==> config.mk <==
export PLATFORM = sky130hd
export DESIGN_NAME = bhp_predictor
export DESIGN_NICKNAME = d
export VERILOG_FILES = /design/src/rtl/bhp_pkg.sv /design/src/rtl/bhp_index_dec.sv /design/src/rtl/bhp_cell.sv /design/src/rtl/bhp_static.sv /design/src/rtl/bhp_predictor.sv
export SDC_FILE = /design/constraint.sdc
export NUM_CORES = 1
export LEC_CHECK = 0
export ABC_AREA = 1
export BUFFER_PORTS_ARGS = -buffer_cell sky130_fd_sc_hd__buf_4
export CAP_MARGIN = 10
export CELL_PAD_IN_SITES_DETAIL_PLACEMENT = 0
export CELL_PAD_IN_SITES_GLOBAL_PLACEMENT = 1
export CORE_MARGIN = 4
export CORE_UTILIZATION = 38
export CTS_CLUSTER_DIAMETER = 40
export DETAILED_ROUTE_END_ITERATION = 7
export GPL_TIMING_DRIVEN = 1
export PLACE_DENSITY_LB_ADDON = 0.25
export SYNTH_ARGS = -nofsm -noshare
export SYNTH_HDL_FRONTEND = slang
export SYNTH_SLANG_ARGS = --single-unit
==> constraint.sdc <==
create_clock -name clk -period 1.7 [get_ports clk]
set_clock_uncertainty 0.05 [all_clocks]
set_input_delay 0.34 -clock clk [delete_from_list [all_inputs] [get_ports clk]]
set_output_delay 0.34 -clock clk [all_outputs]
set_load 0.02 [all_outputs]
==> src/rtl/bhp_pkg.sv <==
package bhp_pkg;
    // Two-bit history state; bit 1 is the predicted direction.
    typedef enum logic [1:0] {
        BH_SNT = 2'b00,
        BH_WNT = 2'b01,
        BH_WT  = 2'b10,
        BH_ST  = 2'b11
    } bh_state_e;
endpackage

==> src/rtl/bhp_index_dec.sv <==
module bhp_index_dec #(
    parameter int PC_W    = 32,
    parameter int IDX_W   = 6,
    parameter int IDX_LSB = 2,
    localparam int ENTRIES = 1 << IDX_W
) (
    input  logic [PC_W-1:0]    pc,
    input  logic               en,
    output logic [IDX_W-1:0]   idx,
    output logic [ENTRIES-1:0] sel
);
    assign idx = pc[IDX_LSB +: IDX_W];

    for (genvar g = 0; g < ENTRIES; g++) begin : g_sel
        assign sel[g] = en && (idx == IDX_W'(g));
    end
endmodule

==> src/rtl/bhp_cell.sv <==
module bhp_cell
    import bhp_pkg::*;
(
    input  logic       clk,
    input  logic       rst_n,
    input  logic       upd_en,
    input  logic       upd_taken,
    output logic       pred,
    output logic [1:0] st_o
);
    bh_state_e cur, nxt;

    // Next-state logic: one saturating step per update.
    always_comb begin
        nxt = cur;
        if (upd_en) begin
            unique case (cur)
                BH_SNT: nxt = upd_taken ? BH_WNT : BH_SNT;
                BH_WNT: nxt = upd_taken ? BH_WT  : BH_SNT;
                BH_WT:  nxt = upd_taken ? BH_ST  : BH_WNT;
                BH_ST:  nxt = upd_taken ? BH_ST  : BH_WT;
            endcase
        end
    end

    // State register.
    always_ff @(posedge clk or negedge rst_n) begin
        if (!rst_n) cur <= BH_WNT;
        else        cur <= nxt;
    end

    // Outputs.
    always_comb begin
        unique case (cur)
            BH_SNT, BH_WNT: pred = 1'b0;
            BH_WT,  BH_ST:  pred = 1'b1;
        endcase
        st_o = cur;
    end
endmodule

==> src/rtl/bhp_static.sv <==
module bhp_static #(
    parameter int DISP_W = 13
) (
    input  logic [DISP_W-1:0] disp,
    input  logic              hint,
    output logic              pred
);
    logic backward;
    assign backward = disp[DISP_W-1];
    assign pred     = backward ^ hint;
endmodule

==> src/rtl/bhp_predictor.sv <==
module bhp_predictor #(
    parameter int PC_W    = 32,
    parameter int IDX_W   = 6,
    parameter int IDX_LSB = 2,
    parameter int DISP_W  = 13,
    localparam int ENTRIES = 1 << IDX_W
) (
    input  logic              clk,
    input  logic              rst_n,
    input  logic              use_static,
    input  logic [PC_W-1:0]   lk_pc,
    input  logic [DISP_W-1:0] lk_disp,
    input  logic              lk_hint,
    output logic              lk_taken,
    input  logic              upd_valid,
    input  logic [PC_W-1:0]   upd_pc,
    input  logic              upd_taken
);
    logic [IDX_W-1:0]     lk_idx;
    logic [IDX_W-1:0]     upd_idx;
    logic [ENTRIES-1:0]   upd_sel;
    logic [ENTRIES-1:0]   pred_vec;
    logic [2*ENTRIES-1:0] st_flat;
    logic                 dyn_pred;
    logic                 stat_pred;

    assign lk_idx = lk_pc[IDX_LSB +: IDX_W];

    bhp_index_dec #(.PC_W(PC_W), .IDX_W(IDX_W), .IDX_LSB(IDX_LSB)) u_upd_dec (
        .pc  (upd_pc),
        .en  (upd_valid),
        .idx (upd_idx),
        .sel (upd_sel)
    );

    for (genvar e = 0; e < ENTRIES; e++) begin : g_ent
        bhp_cell u_cell (
            .clk       (clk),
            .rst_n     (rst_n),
            .upd_en    (upd_sel[e]),
            .upd_taken (upd_taken),
            .pred      (pred_vec[e]),
            .st_o      (st_flat[2*e +: 2])
        );
    end

    assign dyn_pred = pred_vec[lk_idx];

    bhp_static #(.DISP_W(DISP_W)) u_static (
        .disp (lk_disp),
        .hint (lk_hint),
        .pred (stat_pred)
    );

    assign lk_taken = use_static ? stat_pred : dyn_pred;
endmodule

==> impl_metrics.py, run 1 <==
metrics = {
    "outcome": {
        "status": "complete, but fails checks",
        "violations": "setup timing",
    },
    "finish": {
        "fin_cells": 1287,
        "nNetsFinal": 1123,
        "syn_to_final_growth_pct": 23.22,
        "n_fill_cell": 1800,
        "drive_gt1_share_pct": 22.51,
        "final_area_um2": 8990,
        "largest_reg_flops": 128,
        "diodes": 0,
        "postLayoutCoreUtil_pct": 47.90,
    },
    "timing": {
        "worst_pin_slew_ns": 0.4319,
        "setup_viol": 1,
        "fmax_ghz": 0.4727,
        "whs_ns": 0.3129,
        "rsz0062_at_grt": "true",
        "post-route-min-period_ns": 2.116,
        "layout_setup_ws_ns": -0.4157,
        "finalCritPeriodShare_pct": 124.5,
        "maxSlewHeadroom_pct": 71.16,
        "slew_violations": 0,
        "finalHoldViolations": 0,
        "fin_setup_tns_ns": -0.4157,
    },
    "place": {
        "gp_congestion": 0.7853,
        "dpl_worst_slack_ns": -0.3040,
        "placedCellCount": 1246,
        "portBuffers": 19,
        "dpl_cell_area_um2": 8255,
        "hpwlAfterDp_mm": 13.14,
    },
    "floorplan": {
        "chipWidth_um": 146.6,
        "fp.dieArea_um2": 21480,
        "io_pins": 84,
        "row_count": 50,
        "die_y_um": 146.6,
        "core_um2": 18770,
        "start_util_pct": 38.87,
    },
    "worst_setup_path": {
        "critical_path_peak_fanout": 4,
        "cp-start-kind": "register",
        "critPathKind": "register to output pin",
        "ff2ff_setup_slack_ns": 0.60,
        "critPathArrivalTime_ns": 1.73,
        "reg2reg_depth": 5,
        "crit_required_ns": 1.31,
        "end_kind": "output pin",
    },
    "clocking": {
        "cts_tree": "built",
        "clock_latency_ns": 0.42,
        "clock-root-buffer": "clkbuf_16",
        "cts_buffers": 17,
        "cts_sinks": 128,
        "clockBufferDepth": 2,
        "clk_pin_slew_worst_paths_ns": 0.06,
        "htreeDepth": 4,
    },
    "drt": {
        "vias": 6528,
        "avgRoutedWirePerCell_um": 14.77,
        "drtAntennaViolNets": 0,
        "drtIter0Drc": 572,
        "viasPerCell": 5.072,
        "wirelength_mm": 19.01,
        "firstDrtPassIters": 5,
        "drc": 0,
    },
    "logic_synthesis": {
        "synth.most_common_cell": "o21ai_0",
        "syn_nets": 1043,
        "synth_common_cells": "195 x o21ai_0, 187 x nand2_1, 116 x inv_1",
        "synth_area_um2": 7296,
        "yosys-top-cells-area": "dfstp_2 23%, dfrtp_1 22%, o21ai_0 13%",
        "synth_flop_cell": "dfstp_2",
        "synth_edf_count": 0,
        "ys_seq_area_share_pct": 45.00,
        "synth-seq-cells": 128,
        "yosysTopAreaCellShare_pct": 23.05,
        "async_reset_ff_share_pct": 100.0,
        "syn_inst": 960,
        "yosys_warnings": 0,
        "ys_types": 30,
        "synth_area_leader_cell": "dfstp_2",
        "synth_area_per_cell_um2": 7.600,
    },
    "global_routing": {
        "grt_pass1_wl_mm": 32.60,
        "overflow": 0,
        "grt_max_degree": 65,
        "grt_pass1_vias": 6384,
        "antenna_found_initial": 0,
        "track_usage_pct": 18.83,
    },
    "power_and_ir_drop": {
        "peakVddDrop_mv": 0.6473,
        "power_mw": 9.730,
        "power.leakage_nw": 3.748,
        "p_per_area_nw_per_um2": 1082,
    },
    "run": {
        "maxCapViolCount": 0,
    },
    "worst_hold_path": {
        "hold_path.class": "primary input to asynchronous set/reset pin",
    },
}
final cells by class:
type	count	area (µm²)	share of cell area, %
Clock inverter	15	210.2	2.338
Sequential cell	128	3283	36.52
Timing Repair Buffer	96	918.4	10.22
Clock buffer	17	425.4	4.732
Inverter	122	459.2	5.108
Multi-Input combinational cell	675	3401	37.83
Tap cell	234	292.8	3.257
repair_timing:
action | CTS | global route
pin swaps | 2 | 11
resized for setup | 2 | 5
cloned | 0 | 0
setup buffers | 7 | 1
hold endpoints to repair | 15 | 0
endpoints found under the setup margin | 1 | 1
hold buffers | 1 | 0
worst max-delay path, stage by stage (launching register included):
cell     delay (ns)
dfrtp_1        0.43
nand2_1        0.09
nand3_1        0.07
nand3_1        0.08
nand2_1        0.08
nand2_1        0.10
nand3_2        0.08
nand3_2        0.06
nand2_2        0.07
nand2_2        0.06
nand2_2        0.04
buf_6          0.13
cells by family after synthesis:
| logic type | Yosys count | synth area share (%) |
|---|---|---|
| simple gates | 367 | 22.60 |
| flops | 128 | 45.00 |
| compound gates | 300 | 22.53 |
| buf+inv | 157 | 8.763 |
| fa+ha+maj | 8 | 1.098 |
routing by layer:
layer  up-vias  wire length (µm)  track usage [%]
met5         -                 0                0
met4         0               310            5.221
met3        21               723            3.818
met2       105              8381            28.64
met1      3036              9597            27.27
li1       3366                 -                -
final timing paths:
kind / start / to
worst max-delay path: g_ent[50].u_cell.st_o[1] / lk_taken
worst min-delay path: rst_n / g_ent[18].u_cell.st_o[1]
worst max register to register: g_ent[37].u_cell.st_o[0] / g_ent[37].u_cell.st_o[0]
worst min register to register: g_ent[59].u_cell.st_o[0] / g_ent[59].u_cell.st_o[0]
max in group asynchronous: rst_n / g_ent[20].u_cell.st_o[0]
min in group clk: upd_pc[6] / g_ent[37].u_cell.st_o[0]
report_power, final:
group	total, mW	switching (mW)	internal, mW
registers	4.20	0.446	3.75
logic	1.57	0.860	0.706
clock network	3.97	1.49	2.47
total	9.73	2.80	6.93
cell usage in the layout, fill, tap and decap left out, drive strengths merged:
master       count
a211oi           5
a21oi           33
a22oi            1
a31oi            1
a32oi           17
buf             95
bufinv           4
clkbuf          17
clkinv           8
clkinvlp         2
dfrtp           64
dfstp           64
dlygate4sd3      1
inv            123
maj3             8
nand2          187
nand3           58
nand3b           1
nor2           112
nor3             4
nor4             5
o21ai          227
o22a            14
o31ai            2
Power figures use the tool's default switching activity.
==> inputs of run 2 (changes only) <==
--- a/config.mk
+++ b/config.mk
@@ -15,7 +15,7 @@
 export CTS_CLUSTER_DIAMETER = 40
 export DETAILED_ROUTE_END_ITERATION = 7
 export GPL_TIMING_DRIVEN = 1
-export PLACE_DENSITY_LB_ADDON = 0.25
+export PLACE_DENSITY = 0.82
 export SYNTH_ARGS = -nofsm -noshare
 export SYNTH_HDL_FRONTEND = slang
 export SYNTH_SLANG_ARGS = --single-unit
==> constraint.sdc (replaced) <==
create_clock -name clk -period 1.7 [get_ports clk]
set_clock_uncertainty 0.05 [all_clocks]
set_input_delay 0.34 -clock clk [delete_from_list [all_inputs] [get_ports clk]]
set_output_delay 0.34 -clock clk [all_outputs]
set_load 0.1 [all_outputs]
==> impl_metrics.py, run 2 (same netlist as run 1, synthesis figures left out) <==
metrics = {
    "place": {
        "gp_congestion": 0.8497,
        "portBuffers": 19,
        "dpl_cell_area_um2": 8272,
        "hpwlAfterDp_mm": 13.16,
        "dpl_worst_slack_ns": -0.4594,
    },
    "outcome": {
        "status": "complete, but fails checks",
        "violations": "setup timing",
    },
    "worst_setup_path": {
        "critical_path_peak_fanout": 2,
        "rr_endpoint": "g_ent[6].u_cell.st_o[0]",
        "crit_required_ns": 1.31,
        "cp-start-kind": "register",
        "crit_path_end": "lk_taken",
        "critPathKind": "register to output pin",
        "end_kind": "output pin",
        "reg2reg_depth": 5,
        "critPathArrivalTime_ns": 1.85,
        "ff2ff_setup_slack_ns": 0.54,
        "worstSetupStartpoint": "g_ent[17].u_cell.st_o[1]",
        "r2r-start": "g_ent[6].u_cell.st_o[0]",
    },
    "global_routing": {
        "grt_max_degree": 59,
        "overflow": 0,
        "grt_pass1_vias": 6014,
        "antenna_found_initial": 0,
        "track_usage_pct": 18.19,
        "grt_pass1_wl_mm": 31.19,
    },
    "floorplan": {
        "core_um2": 18770,
        "die_y_um": 146.6,
        "fp.dieArea_um2": 21480,
        "io_pins": 84,
        "row_count": 50,
        "start_util_pct": 38.87,
        "chipWidth_um": 146.6,
    },
    "clocking": {
        "cts_tree": "built",
        "clock-root-buffer": "clkbuf_16",
        "clockBufferDepth": 2,
        "clk_pin_slew_worst_paths_ns": 0.06,
        "cts_buffers": 17,
        "htreeDepth": 4,
        "cts_sinks": 128,
        "clock_latency_ns": 0.43,
    },
    "timing": {
        "setup_viol": 1,
        "worst_pin_slew_ns": 0.5868,
        "fin_setup_tns_ns": -0.5360,
        "whs_ns": 0.2902,
        "rsz0062_at_grt": "true",
        "slew_violations": 0,
        "finalHoldViolations": 0,
        "maxSlewHeadroom_pct": 60.46,
        "layout_setup_ws_ns": -0.5360,
        "post-route-min-period_ns": 2.236,
        "finalCritPeriodShare_pct": 131.5,
        "fmax_ghz": 0.4472,
    },
    "finish": {
        "diodes": 0,
        "final_area_um2": 9041,
        "syn_to_final_growth_pct": 23.92,
        "largest_reg_flops": 128,
        "n_fill_cell": 1807,
        "nNetsFinal": 1129,
        "drive_gt1_share_pct": 22.66,
        "layout_common_cells": "195 x o21ai_0, 184 x nand2_1, 114 x inv_1",
        "layout_commonest_cell": "o21ai_0",
    },
    "drt": {
        "drtIter0Drc": 418,
        "vias": 6689,
        "drc": 0,
        "viasPerCell": 5.173,
        "drtAntennaViolNets": 0,
        "wirelength_mm": 19.01,
        "avgRoutedWirePerCell_um": 14.70,
        "firstDrtPassIters": 5,
    },
    "power_and_ir_drop": {
        "p_per_area_nw_per_um2": 1127,
        "power_mw": 10.19,
        "power.leakage_nw": 3.769,
        "peakVddDrop_mv": 0.6974,
    },
    "worst_hold_path": {
        "hold_path.class": "primary input to asynchronous set/reset pin",
    },
    "run": {
        "maxCapViolCount": 0,
    },
}
-- run 2: cell count changes in the layout (fill, tap and decap cells not counted), sizes merged --
cell    delta
buf        +6
bufinv     +3
clkinv     -3
clkbuf     +1
inv        -1
-- run 2: layer usage --
layer	share of wire, %	up-vias	track usage, %	routed length, µm
li1	-	3391	-	-
met1	50	3156	26.39	9493
met2	44	127	27.27	8447
met3	4.6	15	4.407	881
met4	1.0	0	4.798	190
met5	0	-	0	0
-- run 2: worst max-delay path, stage by stage, from the launching register on --
cell and delay, ns:
dfrtp_1 0.43, nand2_1 0.08, nand3_1 0.09, nand3_1 0.07, nand2_1 0.07, nand2_1 0.06
nand3_1 0.06, nand3b_1 0.13, nand2_4 0.12, nand2_4 0.07, nand2_8 0.06, buf_12 0.17
-- run 2: cell type report --
type                            count  area (µm²)  share of cell area (%)
Inverter                          122       466.7                   5.162
Multi-Input combinational cell    675        3410                   37.71
Clock inverter                     14       261.5                   2.892
Sequential cell                   128        3284                   36.33
Timing Repair Buffer              102       897.1                   9.922
Tap cell                          234       292.8                   3.238
Clock buffer                       18       429.2                   4.747
-- run 2: worst min path at each step --
stage	start	end	slack [ns]
after detailed placement	rst_n	g_ent[34].u_cell.st_o[1]	0.17
final	rst_n	g_ent[34].u_cell.st_o[1]	0.29
after global placement	rst_n	g_ent[34].u_cell.st_o[1]	0.17
after floorplan	rst_n	g_ent[0].u_cell.st_o[1]	-0.006
after CTS	rst_n	g_ent[34].u_cell.st_o[1]	0.29
after global routing	rst_n	g_ent[34].u_cell.st_o[1]	0.31
-- run 2: metrics by stage --
step,instances,utilization [%]
floorplan,960,-
global placement,1255,44.07
detailed placement,1255,44.07
CTS,1291,48.04
global route,1293,48.17
finish,1293,48.17
-- run 2: timing repair --
item | in CTS | in global routing
hold buffers | 1 | 0
endpoints found under the hold margin | 23 | 0
setup endpoints to repair | 1 | 1
pin swaps | 2 | 15
buffers inserted | 3 | 2
cloned | 0 | 0
gates resized for setup | 6 | 2
-- run 2: where the power goes --
group	total [mW]	internal, mW	switching, mW
Clock	4.34	2.90	1.44
Combinational	1.64	0.746	0.893
Sequential	4.21	3.75	0.455
Total	10.2	7.40	2.79
==> inputs of run 3 (changes only) <==
--- a/config.mk
+++ b/config.mk
@@ -16,6 +16,7 @@
 export DETAILED_ROUTE_END_ITERATION = 7
 export GPL_TIMING_DRIVEN = 1
 export PLACE_DENSITY = 0.82
+export REMOVE_ABC_BUFFERS = 1
 export SYNTH_ARGS = -nofsm -noshare
 export SYNTH_HDL_FRONTEND = slang
 export SYNTH_SLANG_ARGS = --single-unit
==> impl_metrics.py, run 3 (same netlist as run 1, synthesis figures left out) <==
metrics = {
    "global_routing": {
        "grt_pass1_vias": 6229,
        "overflow": 0,
        "grt_pass1_wl_mm": 32.12,
        "antenna_found_initial": 0,
        "grt_max_degree": 49,
        "track_usage_pct": 18.59,
    },
    "place": {
        "dpl_cell_area_um2": 8391,
        "portBuffers": 19,
        "hpwlAfterDp_mm": 13.44,
        "dpl_worst_slack_ns": -0.4846,
        "gp_congestion": 0.9093,
    },
    "timing": {
        "whs_ns": 0.3121,
        "finalHoldViolations": 0,
        "finalCritPeriodShare_pct": 127.1,
        "post-route-min-period_ns": 2.160,
        "maxSlewHeadroom_pct": 67.94,
        "layout_setup_ws_ns": -0.4600,
        "fin_setup_tns_ns": -0.4600,
        "slew_violations": 0,
        "fmax_ghz": 0.4630,
        "setup_viol": 1,
        "worst_pin_slew_ns": 0.4802,
        "rsz0062_at_grt": "true",
    },
    "floorplan": {
        "io_pins": 84,
        "die_y_um": 146.6,
        "core_um2": 18770,
        "chipWidth_um": 146.6,
        "row_count": 50,
        "fp.dieArea_um2": 21480,
        "start_util_pct": 38.87,
    },
    "finish": {
        "layout_common_cells": "195 x o21ai_0, 184 x nand2_1, 116 x inv_1",
        "drive_gt1_share_pct": 23.39,
        "nNetsFinal": 1144,
        "syn_to_final_growth_pct": 24.06,
        "final_area_um2": 9051,
        "layout_commonest_cell": "o21ai_0",
        "largest_reg_flops": 128,
        "diodes": 0,
    },
    "power_and_ir_drop": {
        "clkPwrFrac_pct": 38.3,
        "power_mw": 9.531,
        "p_per_area_nw_per_um2": 1053,
        "peakVddDrop_mv": 0.5779,
        "p_sw_mw": 2.674,
        "p_comb_share_pct": 17.5,
        "swShare_pct": 28.06,
        "p_int_mw": 6.857,
        "power.leakage_nw": 3.815,
        "seqPwrFrac_pct": 44.2,
    },
    "worst_setup_path": {
        "crit_required_ns": 1.31,
        "crit_family": "simple AND/OR/NAND/NOR gates",
        "cp-start-kind": "register",
        "worst_path_largest_cell_delay_ns": 0.40,
        "critical_path_peak_fanout": 2,
        "worstPathCellList": "nand2_1 > nand3_1 > nand3_1 > nand2_1 > nand2_1 > nand3_2 > nand3_2 > nand2_2 > nand2_2 > nand2_2 > buf_12",
        "path_buf_inv": 1,
        "critPathArrivalTime_ns": 1.77,
        "cpMaxStageDelayCell": "dfrtp_1",
        "end_kind": "output pin",
        "critPathKind": "register to output pin",
    },
    "clocking": {
        "htreeDepth": 4,
        "clock_latency_ns": 0.41,
        "clk_pin_slew_worst_paths_ns": 0.06,
        "cts_buffers": 17,
        "clockBufferDepth": 2,
        "cts_sinks": 128,
        "clock-root-buffer": "clkbuf_16",
        "cts_tree": "built",
    },
    "drt": {
        "avgRoutedWirePerCell_um": 14.65,
        "vias": 6640,
        "firstDrtPassIters": 5,
        "drc": 0,
        "drtAntennaViolNets": 0,
        "drtIter0Drc": 441,
        "wirelength_mm": 19.15,
        "viasPerCell": 5.080,
    },
    "outcome": {
        "status": "complete, but fails checks",
        "violations": "setup timing",
    },
    "worst_hold_path": {
        "hold_path.class": "primary input to asynchronous set/reset pin",
    },
    "run": {
        "maxCapViolCount": 0,
    },
}
[run 3: per-stage QoR]
stage / utilization [%] / std cells
floorplan: - / 925
global placement: 44.71 / 1271
detailed placement: 44.71 / 1271
CTS: 48.15 / 1307
global route: 48.23 / 1307
finish: 48.23 / 1307
[run 3: power groups by stage]
stage               Combinational (mW)  Sequential [mW]  Clock [mW]
floorplan                        0.957             4.12           0
global placement                  1.58             4.24           0
detailed placement                1.63             4.24           0
CTS                               1.67             4.21        3.72
global route                      1.91             4.29        3.87
finish                            1.67             4.21        3.65
[run 3: area by class of cell]
type,instances,area [µm²]
well taps,234,292.8
clock buffers,25,505.5
fillers,1808,9717
flip-flops and latches,128,3283
multi-input cells,675,3396
inverters,122,459.2
clock inverters,6,80.08
repair buffers,117,1035
[run 3: routing by layer]
layer | track usage, % | wire length [µm] | part of all wire (%) | vias up
met3 | 3.259 | 625 | 3.3 | 13
met4 | 5.456 | 221 | 1.2 | 0
met2 | 28.92 | 8692 | 45 | 124
li1 | - | - | - | 3405
met1 | 26.61 | 9607 | 50 | 3098
met5 | 0 | 0 | 0 | -
[run 3: timing repair]
item | in CTS | in global routing
buffers inserted | 4 | 0
hold buffers | 1 | 0
pin swaps | 9 | 7
hold endpoints to repair | 22 | 0
gates cloned | 0 | 0
resized for setup | 6 | 3
endpoints found under the setup margin | 1 | 1
[run 3: worst paths after layout]
path                                          start                  endpoint  slack [ns]  cells after the start
setup / recovery           g_ent[47].u_cell.st_o[1]                  lk_taken       -0.46                     11
hold / removal                                rst_n  g_ent[43].u_cell.st_o[1]        0.31                      2
setup reg to reg            g_ent[4].u_cell.st_o[0]   g_ent[4].u_cell.st_o[0]        0.55                      5
hold reg to reg            g_ent[37].u_cell.st_o[0]  g_ent[37].u_cell.st_o[0]        0.44                      2
max in group asynchronous                     rst_n  g_ent[49].u_cell.st_o[0]        0.70                      3
min in group clk                          upd_pc[7]  g_ent[23].u_cell.st_o[0]        0.36                      5
